`config.mk`:
```
export PLATFORM = sky130hd
export DESIGN_NAME = adc_frame_reader
export DESIGN_NICKNAME = d
export VERILOG_FILES = /design/src/rtl/adc_rd_pkg.sv /design/src/rtl/adc_rd_timer.sv /design/src/rtl/adc_rd_frame.sv /design/src/rtl/adc_frame_reader.sv
export SDC_FILE = /design/constraint.sdc
export NUM_CORES = 1
export LEC_CHECK = 0
export BUFFER_PORTS_ARGS = -buffer_cell sky130_fd_sc_hd__clkbuf_2
export CAP_MARGIN = 20
export CORE_MARGIN = 5
export CORE_UTILIZATION = 45
export CTS_CLUSTER_DIAMETER = 50
export DETAILED_ROUTE_END_ITERATION = 7
export PLACE_DENSITY_LB_ADDON = 0.05
export SLEW_MARGIN = 40
export SYNTH_ARGS = -nofsm -noshare
export SYNTH_HDL_FRONTEND = slang
export SYNTH_SLANG_ARGS = --single-unit
```
`constraint.sdc`:
```
create_clock -name clk -period 1.6 [get_ports clk]
set_input_delay 0.32 -clock clk [delete_from_list [all_inputs] [get_ports clk]]
set_output_delay 0.32 -clock clk [all_outputs]
set_load 0.02 [all_outputs]
```
`src/rtl/adc_rd_pkg.sv`:
```
package adc_rd_pkg;
    parameter int LEAD_ONES = 3;
    parameter int RES_W     = 12;
    parameter int FRAME_W   = LEAD_ONES + 1 + RES_W;

    typedef enum logic [2:0] {
        RD_IDLE,
        RD_PRE,
        RD_WAKE,
        RD_EOC,
        RD_LO,
        RD_HI,
        RD_HOLD
    } rd_state_e;

    function automatic int max2(input int a, input int b);
        return (a > b) ? a : b;
    endfunction
endpackage

```
`src/rtl/adc_rd_timer.sv`:
```
module adc_rd_timer #(
    parameter int W = 8
) (
    input  logic         clk,
    input  logic         rst_n,
    input  logic         load,
    input  logic [W-1:0] load_val,
    output logic         expired
);
    logic [W-1:0] cnt_d, cnt_q;

    always_comb begin
        cnt_d = cnt_q;
        if (load)
            cnt_d = load_val;
        else if (cnt_q != '0)
            cnt_d = cnt_q - 1'b1;
    end

    always_ff @(posedge clk or negedge rst_n) begin
        if (!rst_n) cnt_q <= '0;
        else        cnt_q <= cnt_d;
    end

    assign expired = (cnt_q == '0);
endmodule

```
`src/rtl/adc_rd_frame.sv`:
```
module adc_rd_frame #(
    parameter int LEAD = adc_rd_pkg::LEAD_ONES,
    parameter int RES  = adc_rd_pkg::RES_W,
    localparam int FW  = LEAD + 1 + RES
) (
    input  logic [FW-1:0]  frame,
    output logic [RES-1:0] res,
    output logic           chid,
    output logic           lead_ok
);
    logic [LEAD:0] chain;
    assign chain[0] = 1'b1;

    // AND chain over the leading marker bits, first-sent bit at the top
    for (genvar g = 0; g < LEAD; g++) begin : g_lead
        assign chain[g+1] = chain[g] & frame[FW-1-g];
    end

    assign lead_ok = chain[LEAD];
    assign chid    = frame[RES];
    assign res     = frame[RES-1:0];
endmodule

```
`src/rtl/adc_frame_reader.sv`:
```
module adc_frame_reader
    import adc_rd_pkg::*;
#(
    parameter int SCLK_HALF   = 2,
    parameter int WAKE_CYC    = 10,
    parameter int CS_HIGH_CYC = 4,
    parameter int EOC_TIMEOUT = 50
) (
    input  logic             clk,
    input  logic             rst_n,
    input  logic             start,
    input  logic             int_mode,
    input  logic             miso,
    output logic             sclk,
    output logic             cs_n,
    output logic             busy,
    output logic             done,
    output logic [RES_W-1:0] result,
    output logic             chan_id,
    output logic             frame_err,
    output logic             timeout_err
);
    localparam int FW   = FRAME_W;
    localparam int NBW  = $clog2(FW + 1);
    localparam int MAXV = max2(max2(SCLK_HALF, WAKE_CYC), max2(CS_HIGH_CYC, EOC_TIMEOUT));
    localparam int CW   = $clog2(MAXV + 1);
    localparam logic [CW-1:0]  LD_HALF = CW'(SCLK_HALF - 1);
    localparam logic [CW-1:0]  LD_WAKE = CW'(WAKE_CYC - 1);
    localparam logic [CW-1:0]  LD_HOLD = CW'(CS_HIGH_CYC - 1);
    localparam logic [CW-1:0]  LD_EOC  = CW'(EOC_TIMEOUT - 1);
    localparam logic [NBW-1:0] LAST    = NBW'(FW);

    typedef struct packed {
        rd_state_e        st;
        logic [NBW-1:0]   nbit;
        logic             sclk;
        logic             cs_n;
        logic             mode;
        logic [FW-1:0]    sh;
        logic             done;
        logic [RES_W-1:0] res;
        logic             chid;
        logic             ferr;
        logic             terr;
    } rd_regs_t;

    rd_regs_t         r_d, r_q;
    logic             tm_load;
    logic [CW-1:0]    tm_val;
    logic             tm_zero;
    logic [RES_W-1:0] dec_res;
    logic             dec_chid;
    logic             dec_ok;
    logic             rd_mode;

    adc_rd_timer #(.W(CW)) u_timer (
        .clk      (clk),
        .rst_n    (rst_n),
        .load     (tm_load),
        .load_val (tm_val),
        .expired  (tm_zero)
    );

    adc_rd_frame #(.LEAD(LEAD_ONES), .RES(RES_W)) u_frame (
        .frame   (r_q.sh),
        .res     (dec_res),
        .chid    (dec_chid),
        .lead_ok (dec_ok)
    );

    always_comb begin
        r_d      = r_q;
        r_d.done = 1'b0;
        tm_load  = 1'b0;
        tm_val   = '0;
        unique case (r_q.st)
            RD_IDLE: begin
                if (start) begin
                    r_d.mode = int_mode;
                    r_d.nbit = '0;
                    tm_load  = 1'b1;
                    if (int_mode) begin
                        r_d.sclk = 1'b1;
                        r_d.st   = RD_PRE;
                        tm_val   = LD_HALF;
                    end else begin
                        r_d.cs_n = 1'b0;
                        r_d.st   = RD_WAKE;
                        tm_val   = LD_WAKE;
                    end
                end
            end
            RD_PRE: begin
                if (tm_zero) begin
                    r_d.cs_n = 1'b0;
                    r_d.st   = RD_WAKE;
                    tm_load  = 1'b1;
                    tm_val   = LD_WAKE;
                end
            end
            RD_WAKE: begin
                if (tm_zero) begin
                    tm_load = 1'b1;
                    if (r_q.mode) begin
                        r_d.sclk = 1'b0;
                        r_d.st   = RD_EOC;
                        tm_val   = LD_EOC;
                    end else begin
                        r_d.st   = RD_LO;
                        tm_val   = LD_HALF;
                    end
                end
            end
            RD_EOC: begin
                if (miso) begin
                    r_d.st  = RD_LO;
                    tm_load = 1'b1;
                    tm_val  = LD_HALF;
                end else if (tm_zero) begin
                    r_d.cs_n = 1'b1;
                    r_d.done = 1'b1;
                    r_d.terr = 1'b1;
                    r_d.ferr = 1'b0;
                    r_d.st   = RD_HOLD;
                    tm_load  = 1'b1;
                    tm_val   = LD_HOLD;
                end
            end
            RD_LO: begin
                if (tm_zero) begin
                    r_d.sclk = 1'b1;
                    r_d.sh   = {r_q.sh[FW-2:0], miso};
                    r_d.nbit = r_q.nbit + 1'b1;
                    r_d.st   = RD_HI;
                    tm_load  = 1'b1;
                    tm_val   = LD_HALF;
                end
            end
            RD_HI: begin
                if (tm_zero) begin
                    r_d.sclk = 1'b0;
                    tm_load  = 1'b1;
                    if (r_q.nbit == LAST) begin
                        r_d.cs_n = 1'b1;
                        r_d.done = 1'b1;
                        r_d.res  = dec_res;
                        r_d.chid = dec_chid;
                        r_d.ferr = ~dec_ok;
                        r_d.terr = 1'b0;
                        r_d.st   = RD_HOLD;
                        tm_val   = LD_HOLD;
                    end else begin
                        r_d.st   = RD_LO;
                        tm_val   = LD_HALF;
                    end
                end
            end
            RD_HOLD: begin
                if (tm_zero) r_d.st = RD_IDLE;
            end
            default: r_d.st = RD_IDLE;
        endcase
    end

    always_ff @(posedge clk or negedge rst_n) begin
        if (!rst_n) begin
            r_q      <= '0;
            r_q.st   <= RD_IDLE;
            r_q.cs_n <= 1'b1;
        end else begin
            r_q <= r_d;
        end
    end

    assign sclk        = r_q.sclk;
    assign cs_n        = r_q.cs_n;
    assign busy        = (r_q.st != RD_IDLE);
    assign done        = r_q.done;
    assign result      = r_q.res;
    assign chan_id     = r_q.chid;
    assign frame_err   = r_q.ferr;
    assign timeout_err = r_q.terr;
    assign rd_mode     = r_q.mode;
endmodule

```
==> results of run 1 <==
power by group through the flow:
stage	Combinational (mW)	Sequential, mW	Clock, mW
finish	1.63	1.60	0.721
global route	1.78	1.64	0.807
CTS	1.38	1.59	0.744
detailed placement	1.23	1.61	0
global placement	1.22	1.61	0
floorplan	0.722	1.63	0
stage by stage:
| stage | hold slack, ns | setup TNS (ns) |
|---|---|---|
| after floorplan | 0.0244 | -0.656 |
| after CTS | 0.285 | -2.61 |
| after detailed placement | 0.270 | -2.83 |
| after global routing | 0.308 | -4.49 |
| after global placement | 0.274 | -1.93 |
| final | 0.303 | -2.10 |
logic make-up (layout without fill, tap and decap cells):
kind of cell / after synthesis / in the layout / share of synthesized area, %
XOR/XNOR: 6 / 6 / 2.16
multiplexers: 15 / 15 / 7.08
adder cells (fa/ha/maj): 3 / 3 / 1.54
buffers and inverters: 31 / 87 / 7.54
flip-flops: 49 / 49 / 50.3
AO/OA/AOI/OAI: 41 / 41 / 11.6
AND/OR/NAND/NOR: 104 / 104 / 19.7
cell usage in the layout, fill, tap and decap left out, types with 2 or more instances in the layout:
master,count
clkbuf_8,5
clkbuf_2,22
nand3_2,2
nand3_1,2
o21ai_2,2
o21ai_0,6
inv_1,6
nor3b_4,2
buf_4,36
nand2_2,19
xor2_1,3
clkinvlp_4,2
nand4_1,2
mux2_2,13
xnor2_1,3
nor2_1,11
ha_1,2
a21oi_1,6
inv_2,2
nand2b_1,5
nand2_4,2
o31ai_1,4
dfrtp_1,48
or3_4,3
buf_6,5
nand2b_4,3
a31oi_1,3
nor2_2,2
nand2_1,39
o21ai_1,4
buf_12,4
buf_8,2
mux2_4,2
flip-flops by register name, summed over array words and instances, names as in the netlist:
register	flops
chan_id	1
frame_err	1
timeout_err	1
rd_mode	1
u_timer.cnt_q	6
r_q	24
done	1
result	12
cs_n	1
sclk	1
worst max-delay path by stage:
| stage | startpoint | to | slack [ns] | cells after the start |
|---|---|---|---|---|
| after floorplan | u_timer.cnt_q[3] | sclk | -0.15 | 6 |
| final | u_timer.cnt_q[5] | result[6] | -0.12 | 5 |
| after global placement | u_timer.cnt_q[3] | sclk | -0.1 | 5 |
| after detailed placement | u_timer.cnt_q[0] | r_q[41] | -0.13 | 8 |
| after global routing | u_timer.cnt_q[5] | result[9] | -0.18 | 5 |
| after CTS | u_timer.cnt_q[3] | u_timer.cnt_q[1] | -0.12 | 6 |
critical path, cell delays in order (launching register included):
cell     delay, ns
dfrtp_1       0.39
or3_4         0.40
nor2_4        0.22
nand3_2       0.14
buf_12        0.18
mux2_2        0.28
what timing repair did:
item	in CTS	in global routing
pin swaps	5	30
buffers inserted	9	2
hold endpoints to repair	11	0
cloned	0	1
resized for setup	16	59
setup endpoints to repair	45	49
hold buffers	1	0
metal layers:
layer | share of wire (%) | vias to the layer above | global-route usage (%)
li1 | - | 939 | -
met1 | 44 | 939 | 21.3
met2 | 52 | 22 | 26.8
met3 | 2.7 | 5 | 2.96
met4 | 0.92 | 0 | 3.65
met5 | 0 | - | 0
area by class of cell:
cell class | instances | area, um^2 | area share (%)
flip-flops and latches | 49 | 1230 | 37.5
repair buffers | 71 | 582 | 17.8
inverters | 8 | 30.0 | 0.917
clock inverters | 2 | 15.0 | 0.459
well taps | 70 | 87.6 | 2.67
multi-input cells | 169 | 1260 | 38.5
clock buffers | 6 | 72.6 | 2.22
==> run metrics, run 1 <==
outcome=finished with violations; failing checks=negative setup slack; H-tree levels=2; DP HPWL=3.70 mm; WL/cell=14.8 um; Syn Std Cell Area=0.00244 mm^2; dpl ws=-0.134 ns; Hold WC Path Type=in -> reg; via/cell ratio=5.08; Peak VDD IR=0.877 mV; first-pass GRT wire length=9.12 mm; ant diodes=0; fin nets=312; Inst Count DP=355; initial antenna violation count=0; count of final max-slew check failures=0; final hold vios=0; Antenna Nets Post-Route=0; internal power=2.62 mW; WL final=5.55 mm; Psw=1.33 mW; CTS Sinks=49; Post-synth EDFFs=0; Net Sw Frac=33.7%; PD cells=1210 mW/mm^2; total track usage=15.9%; area leader, netlist=dfrtp_1; Setup CP Type=reg -> reg; number of remaining DRC errors=0; most common cell in the netlist=nand2_1; Max-Cap Viols=0; initial DRC count=46; fillers=423; starting density of the core=47.1%; Seq pwr share=40.6%; DP Area=0.00281 mm^2; CTS tree=yes; global placer's final weighted congestion=0.813; clock buffer depth=2; die width=83.6 um; DIE AREA=0.00699 mm^2; share of layout cells above drive strength 1=48.9%; I/O Buffers=23; reg2reg setup slack=-0.12 ns; cell count after synthesis=249; Crit Reg-Reg Startpoint=u_timer.cnt_q[5]; crit start category=flop; Design Area, Final=0.00327 mm^2; post-synthesis async set-or-reset flop share=100%; register area share after synthesis=50.3%; synth warn=0; Worst Skew=0.00487 ns; flops & latches, synth=49; final setup margin=-0.123 ns; Yosys cell types=47; Highest Clock Rate=580 MHz; Hold EP=rd_mode; final core utilization=63.3%; period utilisation layout=108%; Post-synth top cells=nand2_1 (61), dfrtp_1 (48), mux2_2 (14); clock power share=18.3%; Core Rows=26; FF-to-FF End=result[6]; CORE AREA=0.00517 mm^2; RSZ-0062 raised after global routing=true; Worst EP required=1.79 ns; Die Ht=83.6 um; Finished Layout Cells=375; worst reg-to-reg path cell count=5; Syn Area/Cell=9.79 um^2; Post-synth top flop=dfrtp_1; vias in the first global route=1,915; worst slew pin tran=0.404 ns; Area contributors post-synth=dfrtp_1 (49%), nand2_1 (9.4%), mux2_2 (6.5%), buf_4 (3.7%), o21ai_0 (2.5%); CP endpoint kind=flop; Final Total Pwr=3.95 mW; Final min period=1.72 ns; Setup violations, final=32; via count=1,905; largest net degree at the start of global routing=23; # IOs=24; Comb power frac=41.2%; Synth top area share=49.3%; DR pass1 iterations=4; Crit Path Max Fanout=16; Overflow after GRT=0; worst hold start=int_mode; Pleak=1.61 nW; CTS buffer count=5; Worst EP arrival=1.91 ns; worst relative slew slack=73.1%; post-synthesis net count=257; area grow syn2layout=34.3%; Hold Path Depth=3; Root Buffer=clkbuf_8; clock-pin slew on the worst setup and hold paths=0.09 ns; clk_lat worst skew=0.30 ns
No activity file was read; power rests on OpenSTA's default activity.
==> run 2, diff against run 1 <==
--- a/config.mk
+++ b/config.mk
@@ -12,6 +12,7 @@
 export CTS_CLUSTER_DIAMETER = 50
 export DETAILED_ROUTE_END_ITERATION = 7
 export PLACE_DENSITY_LB_ADDON = 0.05
+export REMOVE_ABC_BUFFERS = 1
 export SLEW_MARGIN = 40
 export SYNTH_ARGS = -nofsm -noshare
 export SYNTH_HDL_FRONTEND = slang
==> run metrics, run 2 (synthesis results as in run 1) <==
outcome=finished with violations (unchanged); failing checks=negative hold slack, negative setup slack (was negative setup slack); Crit Reg-Reg Startpoint=u_timer.cnt_q[3] (was u_timer.cnt_q[5]); fin nets=321 (was 312); # IOs=24 (unchanged); Worst Setup SP=u_timer.cnt_q[3] (was u_timer.cnt_q[5]); Final TNS setup=-3.21 ns (was -2.10 ns); WL final=5.48 mm (was 5.55 mm); ant diodes=0 (unchanged); Crit Path Max Fanout=6 (was 16); most common cell after layout, fill and taps aside=nand2_1 (was dfrtp_1); DP Area=0.00286 mm^2 (was 0.00281 mm^2); Largest Register=r_q (unchanged); I/O Buffers=23 (unchanged); Max-Cap Viols=0 (unchanged); die width=83.6 um (unchanged); share of layout cells above drive strength 1=43.0% (was 48.9%); largest net degree at the start of global routing=50 (was 23); worst relative slew slack=67.0% (was 73.1%); Pleak=1.65 nW (was 1.61 nW); Core Rows=26 (unchanged); CTS Sinks=49 (unchanged); clock buffer depth=2 (unchanged); final setup margin=-0.158 ns (was -0.123 ns); total track usage=16.7% (was 15.9%); Setup CP Type=reg -> reg (unchanged); commonest cells after routing, fill and taps aside=nand2_1 (59), dfrtp_1 (47), buf_4 (45) (was dfrtp_1 (48), nand2_1 (39), buf_4 (36)); WL/cell=14.3 um (was 14.8 um); worst slew pin tran=0.494 ns (was 0.404 ns); H-tree levels=2 (unchanged); initial DRC count=80 (was 46); Setup violations, final=41 (was 32); first-pass GRT wire length=9.49 mm (was 9.12 mm); Peak VDD IR=0.529 mV (was 0.877 mV); vias in the first global route=1,951 (was 1,915); Worst Skew=0.00408 ns (was 0.00487 ns); Worst EP required=1.80 ns (was 1.79 ns); via/cell ratio=5.01 (was 5.08); Hold WC Path Type=in -> async (was in -> reg); clk_lat worst skew=0.30 ns (about the same); initial antenna violation count=0 (unchanged); PD cells=1270 mW/mm^2 (was 1210 mW/mm^2); Highest Clock Rate=569 MHz (was 580 MHz); Final min period=1.76 ns (was 1.72 ns); worst hold margin=-0.00443 ns (was 0.303 ns); count of final max-slew check failures=0 (unchanged); Antenna Nets Post-Route=0 (unchanged); Overflow after GRT=0 (unchanged); clock-pin slew on the worst setup and hold paths=0.09 ns (about the same); DP HPWL=3.60 mm (was 3.70 mm); starting density of the core=47.1% (unchanged); RSZ-0062 raised after global routing=true (unchanged); CTS tree=yes (unchanged); crit start category=flop (unchanged); CORE AREA=0.00517 mm^2 (unchanged); CP endpoint kind=flop (unchanged); Design Area, Final=0.00330 mm^2 (was 0.00327 mm^2); global placer's final weighted congestion=0.832 (was 0.813); max reg flops=24 (unchanged); CTS hold repair buffers=0 (was 1); number of remaining DRC errors=0 (unchanged); final hold vios=4 (was 0); area grow syn2layout=35.5% (was 34.3%); Worst EP arrival=1.96 ns (was 1.91 ns); CTS buffer count=5 (unchanged); via count=1,923 (was 1,905); Root Buffer=clkbuf_8 (unchanged); DR pass1 iterations=4 (unchanged); DIE AREA=0.00699 mm^2 (unchanged); Die Ht=83.6 um (unchanged); period utilisation layout=110% (was 108%)
run 2: what timing repair did:
action / 4_1_cts / 5_1_grt
pin swaps: 7 / 11
gates cloned: 0 / 3
buffers inserted: 8 / 3
endpoints found under the setup margin: 45 / 46
gates resized for setup: 20 / 24
run 2: stage by stage:
step / power, mW / std cells / util, % / hold slack [ns] / setup slack, ns
after floorplan: 2.32 / 226 / - / 0.0244 / -0.212
after global placement: 2.89 / 364 / 55.3 / 0.335 / -0.123
after detailed placement: 2.89 / 364 / 55.3 / 0.335 / -0.180
after CTS: 4.04 / 379 / 59.9 / 0.00543 / -0.152
after global routing: 4.49 / 384 / 63.9 / 0.00931 / -0.278
final: 4.19 / 384 / 63.9 / -0.00443 / -0.158
run 2: per-layer routing:
layer	track usage, %	wire length [um]	vias to the layer above	part of all wire [%]
li1	-	-	954	-
met1	22.2	2510	931	46
met2	27.3	2710	32	49
met3	3.85	201	6	3.7
met4	4.39	59	0	1.1
met5	0	0	-	0
run 2: area by class of cell:
cell class	instances	area, um^2
multi-input cells	169	1190
fillers	418	1870
well taps	70	87.6
clock inverters	2	38.8
flip-flops and latches	49	1230
clock buffers	6	72.6
repair buffers	80	659
inverters	8	30.0
run 2: path summary, 6_finish.rpt:
check | slack, ns | endpoint | depth (start not counted)
min in group clk | 0.30 | rd_mode | 3
worst max register to register | -0.16 | r_q[40] | 6
worst min register to register | 0.49 | timeout_err | 2
worst min-delay path | -0.004 | r_q[39] | 2
max in group asynchronous | 1.31 | cs_n | 2
worst max-delay path | -0.16 | r_q[40] | 6
run 2: worst max-delay path: stages (launching register included):
cell	delay, ns
dfrtp_1	0.39
or3_4	0.41
nor2_4	0.19
buf_6	0.14
a221oi_4	0.06
a2bb2oi_4	0.20
o31ai_1	0.27
run 2: where the power goes:
part           total [mW]  internal (mW)  switching, mW
logic                1.69          0.917          0.768
clock network       0.888          0.470          0.418
registers            1.62           1.46          0.160
==> run 3, diff against run 2 <==
--- a/config.mk
+++ b/config.mk
@@ -5,12 +5,13 @@
 export SDC_FILE = /design/constraint.sdc
 export NUM_CORES = 1
 export LEC_CHECK = 0
-export BUFFER_PORTS_ARGS = -buffer_cell sky130_fd_sc_hd__clkbuf_2
 export CAP_MARGIN = 20
+export CORE_ASPECT_RATIO = 1.75
 export CORE_MARGIN = 5
 export CORE_UTILIZATION = 45
 export CTS_CLUSTER_DIAMETER = 50
 export DETAILED_ROUTE_END_ITERATION = 7
+export DONT_BUFFER_PORTS = 1
 export PLACE_DENSITY_LB_ADDON = 0.05
 export REMOVE_ABC_BUFFERS = 1
 export SLEW_MARGIN = 40
==> run metrics, run 3 (synthesis results as in run 1) <==
outcome=finished with violations (unchanged); failing checks=negative setup slack (was negative hold slack, negative setup slack); Hold WC Path Type=in -> reg (was in -> async); # IOs=24 (unchanged); Finished Layout Cells=354 (was 384); count of final max-slew check failures=0 (unchanged); initial antenna violation count=0 (unchanged); clock-pin slew on the worst setup and hold paths=0.09 ns (about the same); Psw=1.42 mW (was 1.35 mW); ant diodes=0 (unchanged); fillers=420 (was 418); Worst EP arrival=1.45 ns (was 1.96 ns); Crit Path Max Fanout=4 (was 6); Crit-path slowest cell=dfrtp_2 (was or3_4); final setup margin=-0.171 ns (was -0.158 ns); Antenna Nets Post-Route=0 (unchanged); final hold vios=0 (was 4); initial DRC count=70 (was 80); DP Area=0.00272 mm^2 (was 0.00286 mm^2); Final min period=1.77 ns (was 1.76 ns); Final TNS setup=-2.68 ns (was -3.21 ns); Final Total Pwr=4.10 mW (was 4.19 mW); Seq pwr share=41.3% (was 38.6%); Hold Path Depth=2; PD cells=1230 mW/mm^2 (was 1270 mW/mm^2); number of remaining DRC errors=0 (unchanged); fin nets=306 (was 321); Peak VDD IR=0.745 mV (was 0.529 mV); Max stage delay on crit path=0.48 ns (was 0.41 ns); worst path cell trace=buf_6 > or3_4 > buf_6 (was or3_4 > nor2_4 > buf_6 > a221oi_4 > a2bb2oi_4 > o31ai_1); share of layout cells above drive strength 1=44.8% (was 43.0%); crit start category=flop (unchanged); Max-Cap Viols=0 (unchanged); DP HPWL=4.42 mm (was 3.60 mm); clock buffer depth=2 (unchanged); CTS tree=yes (unchanged); via/cell ratio=5.63 (was 5.01); starting density of the core=46.4% (was 47.1%); max reg flops=24 (unchanged); Highest Clock Rate=565 MHz (was 569 MHz); Pleak=1.61 nW (was 1.65 nW); Worst EP required=1.28 ns (was 1.80 ns); worst reg-to-reg path cell count=7 (was 6); Die Ht=107 um (was 83.6 um); WL/cell=18.7 um (was 14.3 um); Net Sw Frac=34.6% (was 32.1%); Root Buffer=clkbuf_8 (unchanged); area grow syn2layout=37.2% (was 35.5%); Setup violations, final=25 (was 41); Worst Skew=0.00600 ns (was 0.00408 ns); clk_lat worst skew=0.30 ns (about the same); DIE AREA=0.00705 mm^2 (was 0.00699 mm^2); Inst Count DP=325 (was 364); Worst path most repeated cell=buf_6; total track usage=19.3% (was 16.7%); H-tree levels=2 (unchanged); dpl ws=-0.214 ns (was -0.180 ns); Design Area, Final=0.00335 mm^2 (was 0.00330 mm^2); Setup CP Type=reg -> out (was reg -> reg); CORE AREA=0.00526 mm^2 (was 0.00517 mm^2); RSZ-0062 raised after global routing=true (unchanged); most common cell after layout, fill and taps aside=nand2_1 (unchanged); Largest Register=r_q (unchanged); WL final=6.61 mm (was 5.48 mm); worst relative slew slack=73.3% (was 67.0%); clock power share=17.6% (was 21.2%); global placer's final weighted congestion=0.829 (was 0.832); Comb power frac=41.1% (was 40.2%); worst slew pin tran=0.398 ns (was 0.494 ns); first-pass GRT wire length=10.3 mm (was 9.49 mm); die width=65.6 um (was 83.6 um); largest net degree at the start of global routing=50 (unchanged); internal power=2.68 mW (was 2.84 mW); Core Rows=35 (was 26); vias in the first global route=2,115 (was 1,951); CP endpoint kind=output port (was flop); I/O Buffers=0 (was 23); CTS Sinks=49 (unchanged); CTS buffer count=5 (unchanged); DR pass1 iterations=4 (unchanged); period utilisation layout=111% (was 110%); commonest cells after routing, fill and taps aside=nand2_1 (59), dfrtp_1 (45), buf_4 (43) (was nand2_1 (59), dfrtp_1 (47), buf_4 (45)); via count=1,993 (was 1,923); Overflow after GRT=0 (unchanged)
[run 3: changes by cell type in the layout (fill, tap and decap cells not counted), sizes merged]
cell / delta
clkinvlp: +2
clkbuf: -24
buf: +8
bufinv: -1
dlygate4sd3: +1
clkinv: -1
[run 3: layout make-up]
type                       count  area [um^2]  share of cell area (%)
clock inverter                 2         15.0                   0.449
clock buffer                   6         72.6                    2.17
multi-input combinational    169         1290                    38.5
sequential                    49         1230                    36.8
timing repair buffer          65          642                    19.2
tap                           55         68.8                    2.06
inverter                       8         30.0                   0.897
[run 3: final timing paths]
kind / from / end / slack (ns)
max: r_q[42] / busy / -0.17
min: miso / r_q[16] / 0.12
max reg2reg: u_timer.cnt_q[3] / cs_n / -0.17
min reg2reg: r_q[27] / r_q[28] / 0.50
max in group asynchronous: rst_n / cs_n / 0.80
min in group asynchronous: rst_n / r_q[42] / 0.54
[run 3: power by group through the flow]
stage               clock network, mW  registers [mW]  logic, mW
floorplan                           0            1.67      0.648
global placement                    0            1.67       1.15
detailed placement                  0            1.69       1.20
CTS                             0.752            1.67       1.43
global route                    0.801            1.72       1.83
finish                          0.722            1.70       1.68
[run 3: per-stage QoR]
step	utilization, %	hold WS (ns)
after floorplan	-	0.0244
after global placement	51.8	0.0255
after detailed placement	51.8	0.0259
after CTS	57.8	0.119
after global routing	63.7	0.114
final	63.7	0.122
[run 3: repair_timing]
| item | CTS | global route |
|---|---|---|
| resized for setup | 23 | 54 |
| pin swaps | 2 | 13 |
| hold endpoints to repair | 49 | 0 |
| cloned | 1 | 1 |
| endpoints found under the setup margin | 49 | 32 |
| buffers inserted | 9 | 10 |
| hold buffers | 2 | 0 |
[run 3: metal layers]
layer | part of all wire (%) | wire length, um | track usage [%] | up-vias
met3 | 4.0 | 267 | 4.39 | 25
li1 | - | - | - | 928
met5 | 0 | 0 | 0 | -
met1 | 34 | 2260 | 19.4 | 987
met2 | 57 | 3750 | 35.1 | 53
met4 | 5.1 | 338 | 11.0 | 0
[run 3: critical path, delay by kind of cell, from the launching register on]
family | cells | cell delay (ns)
flip-flops | 1 | 0.48
AND/OR/NAND/NOR | 1 | 0.39
buffers and inverters | 2 | 0.28
